===== config.mk =====
export PLATFORM = sky130hd
export DESIGN_NAME = tlc_intersection
export DESIGN_NICKNAME = d
export VERILOG_FILES = /design/src/rtl/tlc_pkg.sv /design/src/rtl/tlc_sec_timer.sv /design/src/rtl/tlc_phase_seq.sv /design/src/rtl/tlc_lamp_map.sv /design/src/rtl/tlc_intersection.sv
export SDC_FILE = /design/constraint.sdc
export NUM_CORES = 1
export LEC_CHECK = 0
export ABC_CLOCK_PERIOD_IN_PS = 3200
export BUFFER_PORTS_ARGS = -buffer_cell sky130_fd_sc_hd__buf_2
export CAP_MARGIN = 20
export CORE_ASPECT_RATIO = 0.5
export CORE_UTILIZATION = 58
export CTS_CLUSTER_DIAMETER = 50
export DETAILED_ROUTE_END_ITERATION = 6
export GPL_TIMING_DRIVEN = 0
export HOLD_SLACK_MARGIN = 0.02
export PLACE_DENSITY_LB_ADDON = 0.12
export SLEW_MARGIN = 25
export SYNTH_ARGS = -nofsm -noshare
export SYNTH_HDL_FRONTEND = slang
export SYNTH_SLANG_ARGS = --single-unit

===== constraint.sdc =====
create_clock -name clk -period 3.2 [get_ports clk]
set_clock_uncertainty 0.05 [all_clocks]
set_input_delay 0.32 -clock clk [delete_from_list [all_inputs] [get_ports clk]]
set_output_delay 0.32 -clock clk [all_outputs]
set_load 0.01 [all_outputs]

===== src/rtl/tlc_pkg.sv =====
package tlc_pkg;

    typedef enum logic [2:0] {
        PH_A_GO    = 3'd0,
        PH_A_WARN  = 3'd1,
        PH_B_GO    = 3'd2,
        PH_B_WARN  = 3'd3,
        PH_WALK    = 3'd4,
        PH_WALK_END = 3'd5
    } phase_e;

    typedef struct packed {
        logic red;
        logic amber;
        logic green;
    } street_lamp_t;

    typedef struct packed {
        logic walk;
        logic stop;
    } ped_lamp_t;

    localparam int SEC_W = 3;

    localparam street_lamp_t STREET_STOP = '{red: 1'b1, amber: 1'b0, green: 1'b0};
    localparam street_lamp_t STREET_WARN = '{red: 1'b0, amber: 1'b1, green: 1'b0};
    localparam street_lamp_t STREET_GO   = '{red: 1'b0, amber: 1'b0, green: 1'b1};
    localparam ped_lamp_t    PED_STOP    = '{walk: 1'b0, stop: 1'b1};
    localparam ped_lamp_t    PED_GO      = '{walk: 1'b1, stop: 1'b0};

    // length of each phase in seconds
    function automatic logic [SEC_W-1:0] phase_secs(phase_e p);
        case (p)
            PH_A_GO:     return 3'd4;
            PH_A_WARN:   return 3'd2;
            PH_B_GO:     return 3'd3;
            PH_B_WARN:   return 3'd1;
            PH_WALK:     return 3'd2;
            PH_WALK_END: return 3'd4;
            default:     return 3'd1;
        endcase
    endfunction

    // successor phase; walk_due selects the pedestrian branch after B yellow
    function automatic phase_e phase_after(phase_e p, logic walk_due);
        case (p)
            PH_A_GO:     return PH_A_WARN;
            PH_A_WARN:   return PH_B_GO;
            PH_B_GO:     return PH_B_WARN;
            PH_B_WARN:   return walk_due ? PH_WALK : PH_A_GO;
            PH_WALK:     return PH_WALK_END;
            default:     return PH_A_GO;
        endcase
    endfunction

endpackage


===== src/rtl/tlc_sec_timer.sv =====
module tlc_sec_timer #(
    parameter int TICKS_PER_SEC = 50_000_000
) (
    input  logic clk,
    input  logic rst,
    input  logic restart,
    output logic sec_end,
    output logic flash_on
);
    localparam int CW = (TICKS_PER_SEC > 2) ? $clog2(TICKS_PER_SEC) : 1;
    localparam logic [CW-1:0] LAST = CW'(TICKS_PER_SEC - 1);
    localparam logic [CW-1:0] HALF = CW'(TICKS_PER_SEC / 2);

    logic [CW-1:0] cnt;

    assign sec_end  = (cnt == LAST);
    assign flash_on = (cnt < HALF);

    always_ff @(posedge clk) begin
        if (rst || restart) begin
            cnt <= '0;
        end else if (sec_end) begin
            cnt <= '0;
        end else begin
            cnt <= cnt + 1'b1;
        end
    end
endmodule


===== src/rtl/tlc_phase_seq.sv =====
module tlc_phase_seq
    import tlc_pkg::*;
#(
    parameter bit WALK_ON_DEMAND = 1'b0
) (
    input  logic   clk,
    input  logic   rst,
    input  logic   mode_maint,
    input  logic   walk_btn,
    input  logic   sec_end,
    output phase_e phase,
    output logic   maint_q,
    output logic   btn_q,
    output logic   walk_pending,
    output logic   timer_restart
);
    logic [SEC_W-1:0] secs;
    logic             phase_done;
    logic             walk_due;
    logic             mode_edge;
    logic             btn_release;

    assign mode_edge     = (mode_maint != maint_q);
    assign timer_restart = mode_edge;
    assign btn_release   = btn_q & ~walk_btn;
    assign phase_done    = sec_end && (secs == phase_secs(phase) - 3'd1);

    generate
        if (WALK_ON_DEMAND) begin : g_demand
            assign walk_due = walk_pending;
        end else begin : g_fixed
            assign walk_due = 1'b1;
        end
    endgenerate

    always_ff @(posedge clk) begin
        if (rst) begin
            maint_q <= 1'b0;
            phase   <= PH_A_GO;
            secs    <= '0;
            btn_q   <= 1'b0;
        end else begin
            btn_q <= walk_btn;
            if (mode_edge) begin
                maint_q <= mode_maint;
                phase   <= PH_A_GO;
                secs    <= '0;
            end else if (!maint_q) begin
                if (phase_done) begin
                    phase <= phase_after(phase, walk_due);
                    secs  <= '0;
                end else if (sec_end) begin
                    secs <= secs + 1'b1;
                end
            end
        end
    end

    always_ff @(posedge clk) begin
        if (rst || mode_edge || !WALK_ON_DEMAND) begin
            walk_pending <= 1'b0;
        end else if (!maint_q) begin
            if (btn_release) begin
                walk_pending <= 1'b1;
            end else if (phase_done && phase == PH_WALK_END) begin
                walk_pending <= 1'b0;
            end
        end
    end
endmodule


===== src/rtl/tlc_lamp_map.sv =====
module tlc_lamp_map
    import tlc_pkg::*;
(
    input  phase_e       phase,
    input  logic         maint,
    input  logic         flash_on,
    output street_lamp_t lamp_a,
    output street_lamp_t lamp_b,
    output ped_lamp_t    lamp_p
);
    always_comb begin
        lamp_a = STREET_STOP;
        lamp_b = STREET_STOP;
        lamp_p = PED_STOP;
        if (maint) begin
            lamp_a = {3{flash_on}};
            lamp_b = {3{flash_on}};
            lamp_p = {2{flash_on}};
        end else begin
            case (phase)
                PH_A_GO:     lamp_a = STREET_GO;
                PH_A_WARN:   lamp_a = STREET_WARN;
                PH_B_GO:     lamp_b = STREET_GO;
                PH_B_WARN:   lamp_b = STREET_WARN;
                PH_WALK:     lamp_p = PED_GO;
                PH_WALK_END: lamp_p = '{walk: 1'b0, stop: flash_on};
                default:     lamp_p = PED_STOP;
            endcase
        end
    end
endmodule


===== src/rtl/tlc_intersection.sv =====
module tlc_intersection
    import tlc_pkg::*;
#(
    parameter int TICKS_PER_SEC  = 50_000_000,
    parameter bit WALK_ON_DEMAND = 1'b0
) (
    input  logic       clk,
    input  logic       rst,
    input  logic       mode_maint,
    input  logic       walk_btn,
    output logic [2:0] street_a,
    output logic [2:0] street_b,
    output logic [1:0] ped,
    output logic       walk_pending
);
    phase_e       phase;
    logic         maint_q;
    logic         btn_q;
    logic         sec_end;
    logic         flash_on;
    logic         timer_restart;
    street_lamp_t lamp_a;
    street_lamp_t lamp_b;
    ped_lamp_t    lamp_p;

    tlc_sec_timer #(.TICKS_PER_SEC(TICKS_PER_SEC)) u_timer (
        .clk      (clk),
        .rst      (rst),
        .restart  (timer_restart),
        .sec_end  (sec_end),
        .flash_on (flash_on)
    );

    tlc_phase_seq #(.WALK_ON_DEMAND(WALK_ON_DEMAND)) u_seq (
        .clk           (clk),
        .rst           (rst),
        .mode_maint    (mode_maint),
        .walk_btn      (walk_btn),
        .sec_end       (sec_end),
        .phase         (phase),
        .maint_q       (maint_q),
        .btn_q         (btn_q),
        .walk_pending  (walk_pending),
        .timer_restart (timer_restart)
    );

    tlc_lamp_map u_map (
        .phase    (phase),
        .maint    (maint_q),
        .flash_on (flash_on),
        .lamp_a   (lamp_a),
        .lamp_b   (lamp_b),
        .lamp_p   (lamp_p)
    );

    assign street_a = lamp_a;
    assign street_b = lamp_b;
    assign ped      = lamp_p;
endmodule


**Word level (Yosys, flattened, before mapping)**

Index checks and enable logic that the tools add are counted.

- Register bits: 33
- Latch bits: 0
- Bits in writable memories: 0
- Memory bits (read-only): 0
- Input port bits: 4
- Logic and storage cells: 37
- Memories: 0

- Add/sub/neg operators: 3
- $mul: 0
- Div/mod/pow operators: 0
- Order comparisons: 1
- Eq/ne operators: 8
- Shifts and indexed selects: 0
- Multiplexer cells: 10
- Bitwise operators: 1
- Reductions and logical operators: 10

Operators with widths:

| kind | count |
|---|---|
| $add 26x1->26 const B | 1 |
| $eq 26x26->1 const B | 1 |
| $lt 26x25->1 const B | 1 |
| $pmux 3 s5 | 1 |
| $mux 3 | 4 |
| $pmux 3 s2 | 2 |
| $pmux 3 s3 | 1 |
| $reduce_or 2->1 | 4 |
| $eq 3x2->1 const B | 2 |
| $eq 3x3->1 const B | 2 |
| $pmux 2 s2 | 1 |
| $reduce_and 2->1 | 2 |
| $add 3x1->3 const B | 1 |
| $eq 3x1->1 const B | 1 |
| $eq 3x3->1 | 1 |
| $logic_not 3->1 | 1 |
| $sub 3x1->3 const B | 1 |
| $mux 2 | 1 |
| $reduce_bool 2->1 | 1 |
| $logic_and 1x1->1 | 1 |
| $logic_or 1x1->1 | 1 |
| $ne 1x1->1 | 1 |
| $not 1->1 | 1 |

**Longest topological paths before layout**

- Depth in word-level cells: 8
- Depth in mapped cells: 11
- Mapped depth without buffers: 10

**Modules after synthesis**

From an unflattened synthesis, not the netlist that was laid out.

- Cell total of the unflattened synthesis: 225
- Area total of the unflattened synthesis: 1915.6 um^2

By module, submodules not included:

| module | times used | cells an instance | area each (um^2) |
|---|---|---|---|
| tlc_sec_timer | 1 | 151 | 1276.2 |
| tlc_phase_seq | 1 | 58 | 520.5 |
| tlc_lamp_map | 1 | 16 | 118.9 |

**Worst setup path after synthesis**

Ideal clock, no wire load.

- Path type: flip-flop to flip-flop
- Start point: reg u_timer.cnt[10]
- End point: reg u_seq.phase[0]
- Library setup time: 70 ps
- Arrival: 2377 ps
- Data required time: 3080 ps
- Slack: 702 ps
- Stages on the path, launching flop included: 7
- Buffers on the path: 1
- Path through: dfxtp_1 -> or4_1 -> or4_4 -> or4b_1 -> buf_2 -> a2111o_1 -> a21oi_1

- Longest elaborated chain between the ends: 3

RTL lines:

| what | RTL line | RTL |
|---|---|---|
| from (decl) | tlc_sec_timer.sv:14 | `logic [CW-1:0] cnt;` |
| from (signal assigned) | tlc_sec_timer.sv:25 | `cnt <= cnt + 1'b1;` |
| $eq 26x26->1 | tlc_sec_timer.sv:16 | `assign sec_end = (cnt == LAST);` |
| $logic_and 1x1->1 | tlc_phase_seq.sv:26 | `assign phase_done = sec_end && (secs == phase_secs(phase) - 3'd1);` |
| $reduce_and 2->1 (no line) | - |  |
| to (signal assigned) | tlc_phase_seq.sv:50 | `phase <= phase_after(phase, walk_due);` |
| to (decl) | tlc_phase_seq.sv:11 | `output phase_e phase,` |

No other way between the ends.
A chain may end at the register's enable or synchronous reset.

**Worst setup path after layout**

- Start point: reg u_seq.phase[1]
- End point: reg u_seq.phase[1]

- Longest elaborated chain between the ends: 7

RTL lines:

| what | RTL line | RTL |
|---|---|---|
| $eq 3x3->1, or another cell as far along | - |  |
| $reduce_or 2->1 (no line) | - |  |
| $pmux 3 s3 | tlc_pkg.sv:33 | `case (p)` |
| $sub 3x1->3 | tlc_phase_seq.sv:26 |  |
| $eq 3x3->1 | tlc_phase_seq.sv:26 |  |
| $logic_and 1x1->1 | tlc_phase_seq.sv:26 |  |
| $reduce_and 2->1 (no line) | - |  |

Several ways; a longest one is shown, not always the timed one.

==> flow_summary.json <==
{
  "outcome": "finished clean",
  "rsz0062_at_grt": "no",
  "maxSlewViolCount": 0,
  "yosysTopAreaCellShare_pct": 38.9,
  "layout_min_cycle_time_ns": 2.81,
  "vias": 1456,
  "yosysUniqueCellTypes": 40,
  "drt_wl_total_mm": 3.43,
  "area_growth_pct": 10.0,
  "rows": 13,
  "cts.sinks": 33,
  "grt_first_pass_wirelength_mm": 5.44,
  "pwr-share-comb_pct": 4.8,
  "postSynthAreaPerCell_um2": 8.38,
  "ys_ff_latch": 33,
  "crit_type": "register to register",
  "path_max_fanout": 10,
  "totalPowerFinal_mw": 0.734,
  "fin_setup_tns_ns": 0,
  "tightest_slew_ns": 0.966,
  "drive_above_1_share_pct": 11.9,
  "endpoint_kind": "register",
  "synth_top_area_cell": "dfxtp_1",
  "grt_pass1_vias": 1209,
  "io_buffers": 10,
  "cts_hold_repair.buffers": 0,
  "firstDrtPassIters": 4,
  "hp-class": "primary input to register",
  "crit_required_ns": 3.30,
  "num-nets-final": 227,
  "cts_buffers": 5,
  "fp.dieH_um": 40.3,
  "cts_resized": 0,
  "grt_antenna_before_repair": 0,
  "root_buffer": "clkbuf_8",
  "cts_tree": "yes",
  "post-route-util_pct": 69.7,
  "place_area_mm2": 0.00180,
  "cts_htree_levels": 2,
  "synth_fp_nets": 210,
  "clk_latency_ns": 0.28,
  "max_cap_viol_count": 0,
  "die_width_um": 78.6,
  "drtAntennaViolNets": 0,
  "seqPwrFrac_pct": 56.6,
  "place_congestion": 0.781,
  "num_antenna_cells": 0,
  "setup_viol_count_final": 0,
  "hpwl_mm": 2.39,
  "relSlewSlack_pct": 35.1,
  "power.leakage_nw": 0.639,
  "die-area_mm2": 0.00317,
  "grt.total_usage_pct": 23.9,
  "ys_seq_area_share_pct": 38.9,
  "wl_per_cell_um": 13.4,
  "fin_ws_ns": 0.391,
  "switching_share_pct": 22.5,
  "clkTransAtPathRegs_ns": 0.07,
  "vdd_ir_drop_max_mv": 0.253,
  "clockBufferDepth": 2,
  "finalHoldViolCount": 0,
  "grt-ovfl-total": 0,
  "via_per_inst": 5.69,
  "power_per_cell_area_mw_per_mm2": 392,
  "core_mm2": 0.00268,
  "critPathArrivalTime_ns": 2.91,
  "internal-power_mw": 0.568,
  "first_iter_violations": 90,
  "clkPwrFrac_pct": 38.6,
  "max_freq_ghz": 0.356,
  "yosys_warnings": 0,
  "final_area_mm2": 0.00187,
  "p_sw_mw": 0.165,
  "synth.area.top_cells": "dfxtp_1, xor2_1, nor2_1",
  "initial_core_util_pct": 63.4,
  "start_kind": "register",
  "min_path_cells": 2,
  "dp_slack_ns": 0.455,
  "drc": 0,
  "netlist_instances": 203,
  "synth_area_mm2": 0.00170,
  "pin_count": 13,
  "post-route-period-util_pct": 87.8,
  "cts_setup_buffers": 0,
  "r2r_cells": 11,
  "grt_max_degree": 11
}
cells in the final DEF, fill, tap and decap left out, drive strengths merged, types with 2 or more instances in the layout:
cell,count
clkbuf,10
ha,3
nand4,7
and3,11
nand3,10
nand2,14
inv,3
nor2,33
a21oi,8
o311ai,2
o41ai,5
o21ai,8
dfxtp,33
or4,3
nor2b,2
xor2,16
buf,14
o31ai,2
nand4b,2
nand2b,2
or3,3
xnor2,11
nor3,3
power by group through the flow:
stage	registers [mW]	clock network [mW]	logic, mW
global route	0.415	0.311	0.0390
detailed placement	0.425	0	0.0349
global placement	0.424	0	0.0339
CTS	0.415	0.291	0.0349
finish	0.415	0.283	0.0349
floorplan	0.424	0	0.0232
metal layers:
layer	global-route usage [%]	routed length [µm]
met4	11.1	37
met5	0	0
met3	6.14	161
met2	39.8	1500
met1	30.4	1730
state kept, by name, indices dropped and copies added, names as in the netlist:
register,count
u_timer.cnt,26
u_seq.phase,3
u_seq.secs,3
u_seq.maint_q,1
worst paths after layout:
| check | start | endpoint | slack [ns] |
|---|---|---|---|
| min reg2reg | u_timer.cnt[0] | u_timer.cnt[0] | 0.41 |
| max reg2reg | u_seq.phase[1] | u_seq.phase[1] | 0.39 |
| min | rst | u_seq.maint_q | 0.17 |
| max | u_seq.phase[1] | u_seq.phase[1] | 0.39 |
critical path: stages (launching register included):
cell	delay (ns)
dfxtp_1	0.37
clkbuf_1	0.33
inv_1	0.16
nor2_1	0.17
o21ba_2	0.16
a21oi_1	0.04
ha_1	0.32
xnor2_1	0.13
nor2_1	0.14
nand3_1	0.25
o311ai_0	0.44
o41ai_1	0.13
layout make-up:
cell class | instances | area [µm²]
inverter | 3 | 11.3
clock inverter | 1 | 5.00
tap | 37 | 46.3
multi-input combinational | 158 | 987
fill | 219 | 813
clock buffer | 5 | 68.8
sequential | 33 | 661
buffer | 9 | 41.3
timing repair buffer | 10 | 50.0
logic make-up (layout without fill, tap and decap cells):
group | after synthesis | after routing | share of synthesized area, %
xor+xnor | 27 | 27 | 13.9
fa+ha+maj | 3 | 3 | 2.21
compound gates | 31 | 31 | 12.3
flops | 33 | 33 | 38.9
buf+inv | 12 | 28 | 3.09
simple gates | 96 | 96 | 29.4
other cells | 1 | 1 | 0.221
through the flow:
| step | hold slack [ns] | instances |
|---|---|---|
| 2_1_floorplan | 0.342 | 203 |
| 3_3_place_gp | 0.381 | 250 |
| 3_5_place_dp | 0.408 | 250 |
| 4_1_cts | 0.162 | 256 |
| 5_1_grt | 0.158 | 256 |
| 6_report | 0.171 | 256 |
synth_stat cells (all sizes together):
| cell | instances |
|---|---|
| xor2 | 16 |
| a211oi | 1 |
| o21ba | 1 |
| o2111ai | 1 |
| a31oi | 1 |
| o32ai | 1 |
| nand3 | 10 |
| dfxtp | 33 |
| nand2 | 14 |
| xnor2 | 11 |
| nor2b | 2 |
| a21oi | 8 |
| or4 | 3 |
| buf | 4 |
| or3 | 3 |
| inv | 3 |
| o41ai | 5 |
| nand3b | 1 |
| nor2 | 33 |
| o21ai | 8 |
| or2 | 1 |
| ha | 3 |
| nor4b | 1 |
| nand4 | 7 |
| o31ai | 2 |
| and3 | 11 |
| nand2b | 2 |
| nor3 | 3 |
| or4b | 1 |
| conb | 1 |
| a2111o | 1 |
| or4bb | 1 |
| nand4bb | 1 |
| clkbuf | 5 |
| o311ai | 2 |
| nand4b | 2 |
No activity file was read; power rests on OpenSTA's default activity.
